### src/rtl/loopacc_pkg.sv
// Shared definitions for the loop accumulator core.
// Assumes a 2-bit opcode field; codes above MUL act as pass-through.
package loopacc_pkg;

    localparam int OPW = 2;

    typedef enum logic [OPW-1:0] {
        OP_ADD   = 2'b00,
        OP_MUL   = 2'b01,
        OP_PASSA = 2'b10,
        OP_PASSB = 2'b11
    } alu_op_e;

endpackage

### src/rtl/loopacc_scan.sv
// Configuration scan chain: a shift register that takes scan_in at the LSB
// each enabled cycle. Fields are decoded from fixed slices.
// Assumes the parent gates shift_en off while the loop is running.
module loopacc_scan #(
    parameter int DW = 32
) (
    input  logic                      clk,
    input  logic                      rst_n,
    input  logic                      shift_en,
    input  logic                      scan_in,
    output loopacc_pkg::alu_op_e      cfg_op,
    output logic                      cfg_sel,
    output logic [DW-1:0]             cfg_n,
    output logic [DW-1:0]             cfg_b,
    output logic [loopacc_pkg::OPW+2*DW:0] cfg_word
);
    import loopacc_pkg::*;

    localparam int CW = OPW + 1 + 2*DW;

    logic [CW-1:0] chain_q;

    // Shift the configuration chain one bit toward the MSB when enabled.
    always_ff @(posedge clk) begin
        if (!rst_n) begin
            chain_q <= '0;
        end else if (shift_en) begin
            chain_q <= {chain_q[CW-2:0], scan_in};
        end
    end

    assign cfg_op   = alu_op_e'(chain_q[CW-1 -: OPW]);
    assign cfg_sel  = chain_q[2*DW];
    assign cfg_n    = chain_q[2*DW-1 -: DW];
    assign cfg_b    = chain_q[DW-1:0];
    assign cfg_word = chain_q;

endmodule

### src/rtl/loopacc_ctrl.sv
// Loop control: accepts start when idle, keeps the iteration counter and
// produces busy and the sticky done flag.
// Assumes cfg_n is stable while busy (the scan chain is frozen then).
module loopacc_ctrl #(
    parameter int DW = 32
) (
    input  logic          clk,
    input  logic          rst_n,
    input  logic          start,
    input  logic [DW-1:0] cfg_n,
    output logic          launch,
    output logic          step,
    output logic          busy,
    output logic          done,
    output logic [DW-1:0] cnt,
    output logic [DW-1:0] cnt_next
);

    logic last_iter;

    // Decode launch, iteration and final-iteration conditions.
    always_comb begin
        launch    = start && !busy;
        step      = busy;
        cnt_next  = cnt + 1'b1;
        last_iter = (cnt_next == cfg_n);
    end

    // Counter and busy/done sequencing.
    always_ff @(posedge clk) begin
        if (!rst_n) begin
            cnt  <= '0;
            busy <= 1'b0;
            done <= 1'b0;
        end else if (launch) begin
            cnt  <= '0;
            busy <= (cfg_n != '0);
            done <= (cfg_n == '0);
        end else if (step) begin
            cnt <= cnt_next;
            if (last_iter) begin
                busy <= 1'b0;
                done <= 1'b1;
            end
        end
    end

endmodule

### src/rtl/loopacc_datapath.sv
// Datapath: operand multiplexer, ALU and accumulator with serial readout.
// The index operand register follows the counter only while it is the
// selected operand and holds otherwise, so that path stays quiet.
// Assumes launch and step are mutually exclusive with readout shifting.
module loopacc_datapath #(
    parameter int DW = 32
) (
    input  logic                 clk,
    input  logic                 rst_n,
    input  logic                 launch,
    input  logic                 step,
    input  logic                 read_shift,
    input  loopacc_pkg::alu_op_e op,
    input  logic                 sel_idx,
    input  logic [DW-1:0]        seed,
    input  logic [DW-1:0]        cnt_next,
    output logic [DW-1:0]        acc,
    output logic [DW-1:0]        idx_q
);
    import loopacc_pkg::*;

    logic [DW-1:0] opnd;
    logic [DW-1:0] alu_y;

    // Operand mux and ALU for one iteration.
    always_comb begin
        opnd = sel_idx ? idx_q : acc;
        case (op)
            OP_ADD:  alu_y = acc + opnd;
            OP_MUL:  alu_y = acc * opnd;
            default: alu_y = opnd;
        endcase
    end

    // Accumulator: seed on launch, update per iteration, shift on readout.
    always_ff @(posedge clk) begin
        if (!rst_n) begin
            acc <= '0;
        end else if (launch) begin
            acc <= seed;
        end else if (step) begin
            acc <= alu_y;
        end else if (read_shift) begin
            acc <= {acc[DW-2:0], 1'b0};
        end
    end

    // Index operand register: tracks the counter only when selected.
    always_ff @(posedge clk) begin
        if (!rst_n) begin
            idx_q <= '0;
        end else if (sel_idx && launch) begin
            idx_q <= '0;
        end else if (sel_idx && step) begin
            idx_q <= cnt_next;
        end
    end

endmodule

### src/rtl/loop_accel_core.sv
// Top of the configurable loop accumulator core. Scan chain in, one loop
// iteration per clock, result read out through scan_out.
// Assumes the host only shifts or starts while busy is low.
module loop_accel_core (
    input  logic clk,
    input  logic rst_n,
    input  logic scan_en,
    input  logic scan_in,
    output logic scan_out,
    input  logic start,
    output logic busy,
    output logic done
);
    import loopacc_pkg::*;

    localparam int DW = 32;
    localparam int CW = OPW + 1 + 2*DW;

    alu_op_e       cfg_op;
    logic          cfg_sel;
    logic [DW-1:0] cfg_n;
    logic [DW-1:0] cfg_b;
    logic [CW-1:0] cfg_word;
    logic          launch;
    logic          step;
    logic [DW-1:0] cnt;
    logic [DW-1:0] cnt_next;
    logic [DW-1:0] acc;
    logic [DW-1:0] idx_q;
    logic          idle_shift;

    // Scan shifting is accepted only while no loop is running.
    assign idle_shift = scan_en && !busy;
    assign scan_out   = acc[DW-1];

    loopacc_scan #(.DW(DW)) u_scan (
        .clk      (clk),
        .rst_n    (rst_n),
        .shift_en (idle_shift),
        .scan_in  (scan_in),
        .cfg_op   (cfg_op),
        .cfg_sel  (cfg_sel),
        .cfg_n    (cfg_n),
        .cfg_b    (cfg_b),
        .cfg_word (cfg_word)
    );

    loopacc_ctrl #(.DW(DW)) u_ctrl (
        .clk      (clk),
        .rst_n    (rst_n),
        .start    (start),
        .cfg_n    (cfg_n),
        .launch   (launch),
        .step     (step),
        .busy     (busy),
        .done     (done),
        .cnt      (cnt),
        .cnt_next (cnt_next)
    );

    loopacc_datapath #(.DW(DW)) u_dp (
        .clk        (clk),
        .rst_n      (rst_n),
        .launch     (launch),
        .step       (step),
        .read_shift (idle_shift),
        .op         (cfg_op),
        .sel_idx    (cfg_sel),
        .seed       (cfg_b),
        .cnt_next   (cnt_next),
        .acc        (acc),
        .idx_q      (idx_q)
    );

endmodule

### config.mk
export PLATFORM = sky130hd
export DESIGN_NAME = loop_accel_core
export DESIGN_NICKNAME = d
export VERILOG_FILES = /design/src/rtl/loopacc_pkg.sv /design/src/rtl/loopacc_scan.sv /design/src/rtl/loopacc_ctrl.sv /design/src/rtl/loopacc_datapath.sv /design/src/rtl/loop_accel_core.sv
export SDC_FILE = /design/constraint.sdc
export NUM_CORES = 2
export LEC_CHECK = 0
export ABC_CLOCK_PERIOD_IN_PS = 12300
export CAP_MARGIN = 20
export CORE_MARGIN = 2
export CORE_UTILIZATION = 50
export CTS_CLUSTER_DIAMETER = 120
export DETAILED_ROUTE_END_ITERATION = 12
export DONT_BUFFER_PORTS = 1
export MAX_ROUTING_LAYER = met4
export SETUP_SLACK_MARGIN = 0.3
export SLEW_MARGIN = 20
export SYNTH_ARGS = -nofsm -noshare
export SYNTH_HDL_FRONTEND = slang
export SYNTH_SLANG_ARGS = --single-unit
### constraint.sdc
create_clock -name clk -period 12.3 [get_ports clk]
set_input_delay 0.615 -clock clk [delete_from_list [all_inputs] [get_ports clk]]
set_output_delay 0.615 -clock clk [all_outputs]
set_load 0.05 [all_outputs]
## Word-level counts from Yosys, hierarchy flattened

Index checks and enable logic that the tools add are counted.

| operators by class | value |
|---|---|
| add/subtract/negate cells | 2 |
| multiply operators | 1 |
| div/mod/pow operators | 0 |
| magnitude comparators | 0 |
| equality and inequality tests | 2 |
| shifts and indexed selects | 0 |
| mux-type cells | 11 |
| bitwise logic cells | 1 |
| reductions and logical operators | 14 |

Operators by type and width:

| operator | count |
|---|---|
| 2-to-1 mux 32 bit | 4 |
| one-hot mux 32 bit (2 select lines) | 1 |
| adder 32 x 1 -> 32 bit, second input constant | 1 |
| adder 32 bit | 1 |
| equality test 32 bit | 1 |
| logical NOT 32 bit | 1 |
| multiplier 32 x 32 -> 32 bit | 1 |
| nonzero test 32 bit | 1 |
| 2-to-1 mux 1 bit | 6 |
| logical AND 1 bit | 4 |
| nonzero test 2 bit | 2 |
| OR reduction 2 bit | 2 |
| nonzero test 3 bit | 1 |
| equality test 2 x 1 -> 1 bit, second input constant | 1 |
| logical NOT 2 bit | 1 |
| AND reduction 2 bit | 1 |
| logical NOT 1 bit | 1 |
| inverter 1 bit | 1 |

| storage, ports and cells | value |
|---|---|
| register bits after elaboration | 165 |
| bits in latches | 0 |
| RAM bits | 0 |
| ROM bits | 0 |
| input bits | 5 |
| output and inout port bits | 3 |
| logic and storage cells | 37 |
| memories kept | 0 |

## Logic depth before layout (Yosys ltp)

| depth | value |
|---|---|
| depth in word-level cells | 5 |
| depth in mapped cells | 32 |
| gate-level depth less buffers | 27 |

## By module

A second synthesis with hierarchy kept.

| unflattened totals | value |
|---|---|
| cells, all modules | 3093 |
| area total of the unflattened synthesis | 27018.4 sq um |

Modules (own cells, without submodules):

| module | times used | cells an instance | area an instance (sq um) | sequential area each (sq um) |
|---|---|---|---|---|
| loopacc_datapath | 1 | 2414 | 20886.3 | 1281.2 |
| loopacc_scan | 1 | 283 | 3071.7 | 1341.3 |
| loopacc_ctrl | 1 | 395 | 3046.7 | 680.7 |
| loop_accel_core | 1 | 1 | 13.8 | 0.0 |

## Worst setup path before layout

Ideal clock, no wire load.

| path | value |
|---|---|
| path type | register -> register |
| start | reg u_scan.chain_q[64] (netlist: u_scan.cfg_word[64]) |
| end | reg u_dp.acc[24] |
| setup time | 0.131 ns |
| arrival time | 7.673 ns |
| required time | 12.169 ns |
| slack | 4.495 ns |
| cell stages (with the launch flop) | 30 |
| path buffers | 5 |
| path through | dfxtp_1 > buf_4 > buf_4 > buf_4 > mux2_2 > clkbuf_1 > clkbuf_1 > and2_1 > fa_1 > inv_1 > fa_1 > fa_1 > fa_1 > inv_1 > fa_1 > inv_1 > fa_1 > inv_1 > fa_1 > fa_1 > ha_1 > and4_1 > nand2_1 > or4_1 > nand2_1 > a21oi_1 > o2111ai_1 > o31ai_1 > o41ai_1 > a21oi_1 |

| on the way | value |
|---|---|
| word-level cells in the longest chain between the ends | 5 |
| elaborated cells on any way between the ends | 6 |
| classes of those cells | add/sub: 1; mul: 1; mux: 4 |

RTL lines:

| item | line | text |
|---|---|---|
| start, declared | loopacc_scan.sv:21 | `logic [CW-1:0] chain_q;` |
| start signal, assigned | loopacc_scan.sv:28 | `chain_q <= {chain_q[CW-2:0], scan_in};` |
| 2-to-1 mux 32 bit (*) | loopacc_datapath.sv:27 | `opnd = sel_idx ? idx_q : acc;` |
| multiplier 32 x 32 -> 32 bit or adder 32 bit (tied branches) | loopacc_datapath.sv:30, loopacc_datapath.sv:29 |  |
| one-hot mux 32 bit (2 select lines) (*) | loopacc_datapath.sv:28 | `case (op)` |
| 2-to-1 mux 32 bit (*) | loopacc_datapath.sv:41 | `end else if (step) begin` |
| 2-to-1 mux 32 bit (*) | loopacc_datapath.sv:39 | `end else if (launch) begin` |
| end signal, assigned | loopacc_datapath.sv:42 | `acc <= alu_y;` |
| end signal, assigned | loopacc_datapath.sv:44 | `acc <= {acc[DW-2:0], 1'b0};` |
| end, declared | loopacc_datapath.sv:17 | `output logic [DW-1:0] acc,` |

Every way passes the cells marked *; elsewhere a longest branch is shown, timed or not.
A chain may end at the register's enable or synchronous reset.

## Worst setup path in the final report

| path | value |
|---|---|
| start | reg u_scan.chain_q[64] (netlist: u_scan.cfg_word[64]) |
| end | reg u_dp.acc[31] |

The elaborated chain is that of the path after synthesis.

==> flow_summary.ini <==
[clock_tree]
clock_latency_ps = 450
postCtsSetupBuffers = 0
clk_path_buf_depth = 2
cts_tree = done
post_cts_resized = 0
root_buffer = clkbuf_16
cts_buffers = 17
path_clk_slew_ps = 70
htree_levels = 4
cts.sink_count = 165
cts_hold_buf = 0

[layout]
area_growth_syn_to_layout_pct = 3.83
final_nets = 3430
n_antenna_cell = 0
fillers = 4927
stdcell_area_um2 = 26700
drive_gt1_share_pct = 4.07

[global_route]
grt-ovfl-total = 0
track_usage_pct = 29.9
grt_pass1_vias = 21100
grt_max_degree = 103
grt_pass1_wl_um = 120000
antenna_found_initial = 0

[die]
rows = 83
die-width_um = 231
initial_core_util_pct = 50.4
io_pins = 8
coreArea_um2 = 51100
die_h_um = 231
dieArea_um2 = 53300

[synth]
syn_area_per_cell_um2 = 8.59
synth_area_leaders = fa_1 (32%), dfxtp_1 (13%), and2_1 (7.5%)
syn_area_um2 = 25700
synth_top_cell_by_area = fa_1
synth_cells = 2995
yosys_warnings = 0
synth_seq_cells = 165
synth_cell_types = 66
async_flop_share_pct = 0
synth-edff-count = 0
synth.yosys.seq_area_share_pct = 12.8
synth_nets = 3564
synth_top_area_share_pct = 31.8
synth_ff_type = dfxtp_1

[place]
post-dp-hpwl_um = 54800
gp_congestion = 0.965
placed_area_um2 = 26100
port_buffers = 0

[hold_path]
hp-class = in2reg

[detailed_routing]
vias = 20000
dr.pass1.iters = 5
drcViolationCount = 0
drtAntennaViolNets = 0
wirelength_um = 73600
vias_per_cell = 5.63
drt_iter0_drc = 1235
post_drt_wl_per_cell_um = 20.7

[sta]
drv_slew = 0
setup-tns-final_ps = 0
max_freq_mhz = 116
whs_ps = 336
clock_skew_ps = 9.09
min_period_ps = 8600
worst_pin_slew_ps = 1020
rsz0062_at_grt = no
period_share_pct = 70.0
hold_violations = 0
setup_viol_count_final = 0
max_slew_margin_pct = 32.0

[power]
power.density_nw_per_um2 = 48.6
ir_drop_mv = 0.103
leakagePower_nw = 12.0

[worst_setup_path]
crit_type = reg2reg
startpoint = u_scan.cfg_word[64]
r2r_cells = 26
r2r_start = u_scan.cfg_word[64]
path_max_fanout = 35
critPathCapture = u_dp.acc[31]
path_common_cell = fa_1
crit_path_end_kind = register
arrival_ps = 8980
required_ps = 12680
r2r_slack_ps = 3700
worstReg2RegEnd = u_dp.acc[31]
start_kind = register
worst_path_largest_cell_delay_ps = 650
cpMaxStageDelayCell = mux2_2

[status]
status = finished, final reports clean

[job]
drv_cap = 0
-- stage by stage --
stage | worst slack (ps) | cells | power, mW | util [%]
5_1_grt | 3450 | 3554 | 1.35 | 52.3
2_1_floorplan | 4500 | 2995 | 0.700 | -
6_report | 3700 | 3554 | 1.30 | 52.3
3_5_place_dp | 3850 | 3522 | 0.759 | 51.1
3_3_place_gp | 3900 | 3522 | 0.757 | 51.1
4_1_cts | 3810 | 3554 | 1.31 | 52.3
-- area by class of cell --
cell class | instances | area, um^2 | area share, %
multi-input combinational | 2255 | 20300 | 75.8
sequential | 165 | 3310 | 12.4
inverter | 391 | 1470 | 5.49
tap | 680 | 851 | 3.18
clock buffer | 22 | 484 | 1.81
timing repair buffer | 31 | 233 | 0.871
clock inverter | 10 | 119 | 0.445
-- flip-flops by register name (all words and copies together), names as in the netlist --
register	flops
u_ctrl.busy	1
u_ctrl.cnt	32
u_ctrl.done	1
u_dp.acc	32
u_dp.idx_q	32
u_scan.cfg_word	67
-- cells in the final DEF, fill, tap and decap left out, types with 75 or more instances in the layout --
master	n
a21boi_0	75
nor2_1	119
ha_1	155
a21oi_1	81
xnor2_1	111
nand2_1	427
dfxtp_1	163
inv_1	390
fa_1	409
and2_1	309
-- cells in the mapped netlist (3+ instances only) --
master / number
a211oi_1: 45
a21boi_0: 75
a21o_1: 32
a21oi_1: 81
a221oi_1: 4
a311oi_1: 3
a31oi_1: 13
a41oi_1: 4
and2_1: 310
and3_1: 18
buf_1: 14
buf_2: 7
buf_4: 4
clkbuf_1: 158
dfxtp_1: 165
fa_1: 409
ha_1: 155
inv_1: 390
mux2_2: 33
mux2i_1: 26
nand2_1: 429
nand2b_1: 6
nand3_1: 33
nand4_1: 21
nor2_1: 119
nor2b_1: 20
nor3_1: 23
nor4_1: 12
o2111ai_1: 4
o211a_1: 6
o211ai_1: 16
o21a_1: 14
o21ai_0: 70
o21bai_1: 5
o221ai_1: 12
o22ai_1: 4
o31ai_1: 6
or2_2: 7
or3_1: 21
or4_1: 5
xnor2_1: 111
xor2_1: 72
-- how the worst min path moves through the flow --
| stage | depth (start not counted) | slack, ps | end | startpoint |
|---|---|---|---|---|
| 6_report | 1 | 340 | u_scan.cfg_word[38] | rst_n |
| 5_1_grt | 2 | 290 | u_ctrl.busy | rst_n |
| 4_1_cts | 1 | 290 | u_dp.acc[16] | rst_n |
| 3_5_place_dp | 2 | 480 | u_scan.cfg_word[15] | u_scan.cfg_word[14] |
| 3_3_place_gp | 2 | 460 | u_scan.cfg_word[25] | u_scan.cfg_word[24] |
| 2_1_floorplan | 2 | 450 | u_scan.cfg_word[25] | u_scan.cfg_word[24] |
-- critical path: cells and delay by family, from the launching register on --
| kind | cells | cell delay [ps] |
|---|---|---|
| and+or+nand+nor | 5 | 950 |
| muxes | 1 | 650 |
| adders and majority gates | 9 | 4370 |
| xor gates and xnor gates | 1 | 150 |
| AOI/OAI and AO/OA | 5 | 1350 |
| DFF | 1 | 340 |
| buffers and inverters | 5 | 650 |
-- per-layer routing --
metal	GRT usage, %	routed length (um)
met1	39.1	32400
met2	47.8	34600
met3	2.83	3410
met4	12.6	3240
met5	-	0
-- power by group --
| part | leakage [nW] | internal [mW] | switching [mW] |
|---|---|---|---|
| registers | 1.33 | 0.538 | 0.0113 |
| logic | 10.4 | 0.0698 | 0.131 |
| clock network | 0.289 | 0.321 | 0.228 |
-- kinds of logic (layout without fill, tap and decap cells) --
group	Yosys count	in the layout	share of synthesized area, %
mux	60	60	2.50
xor+xnor	186	186	6.44
fa+ha+maj	564	564	39.4
simple gates	1037	1037	19.7
compound gates	408	408	10.6
flops	165	165	12.8
buf+inv	575	454	8.51
Power figures use the tool's default switching activity.
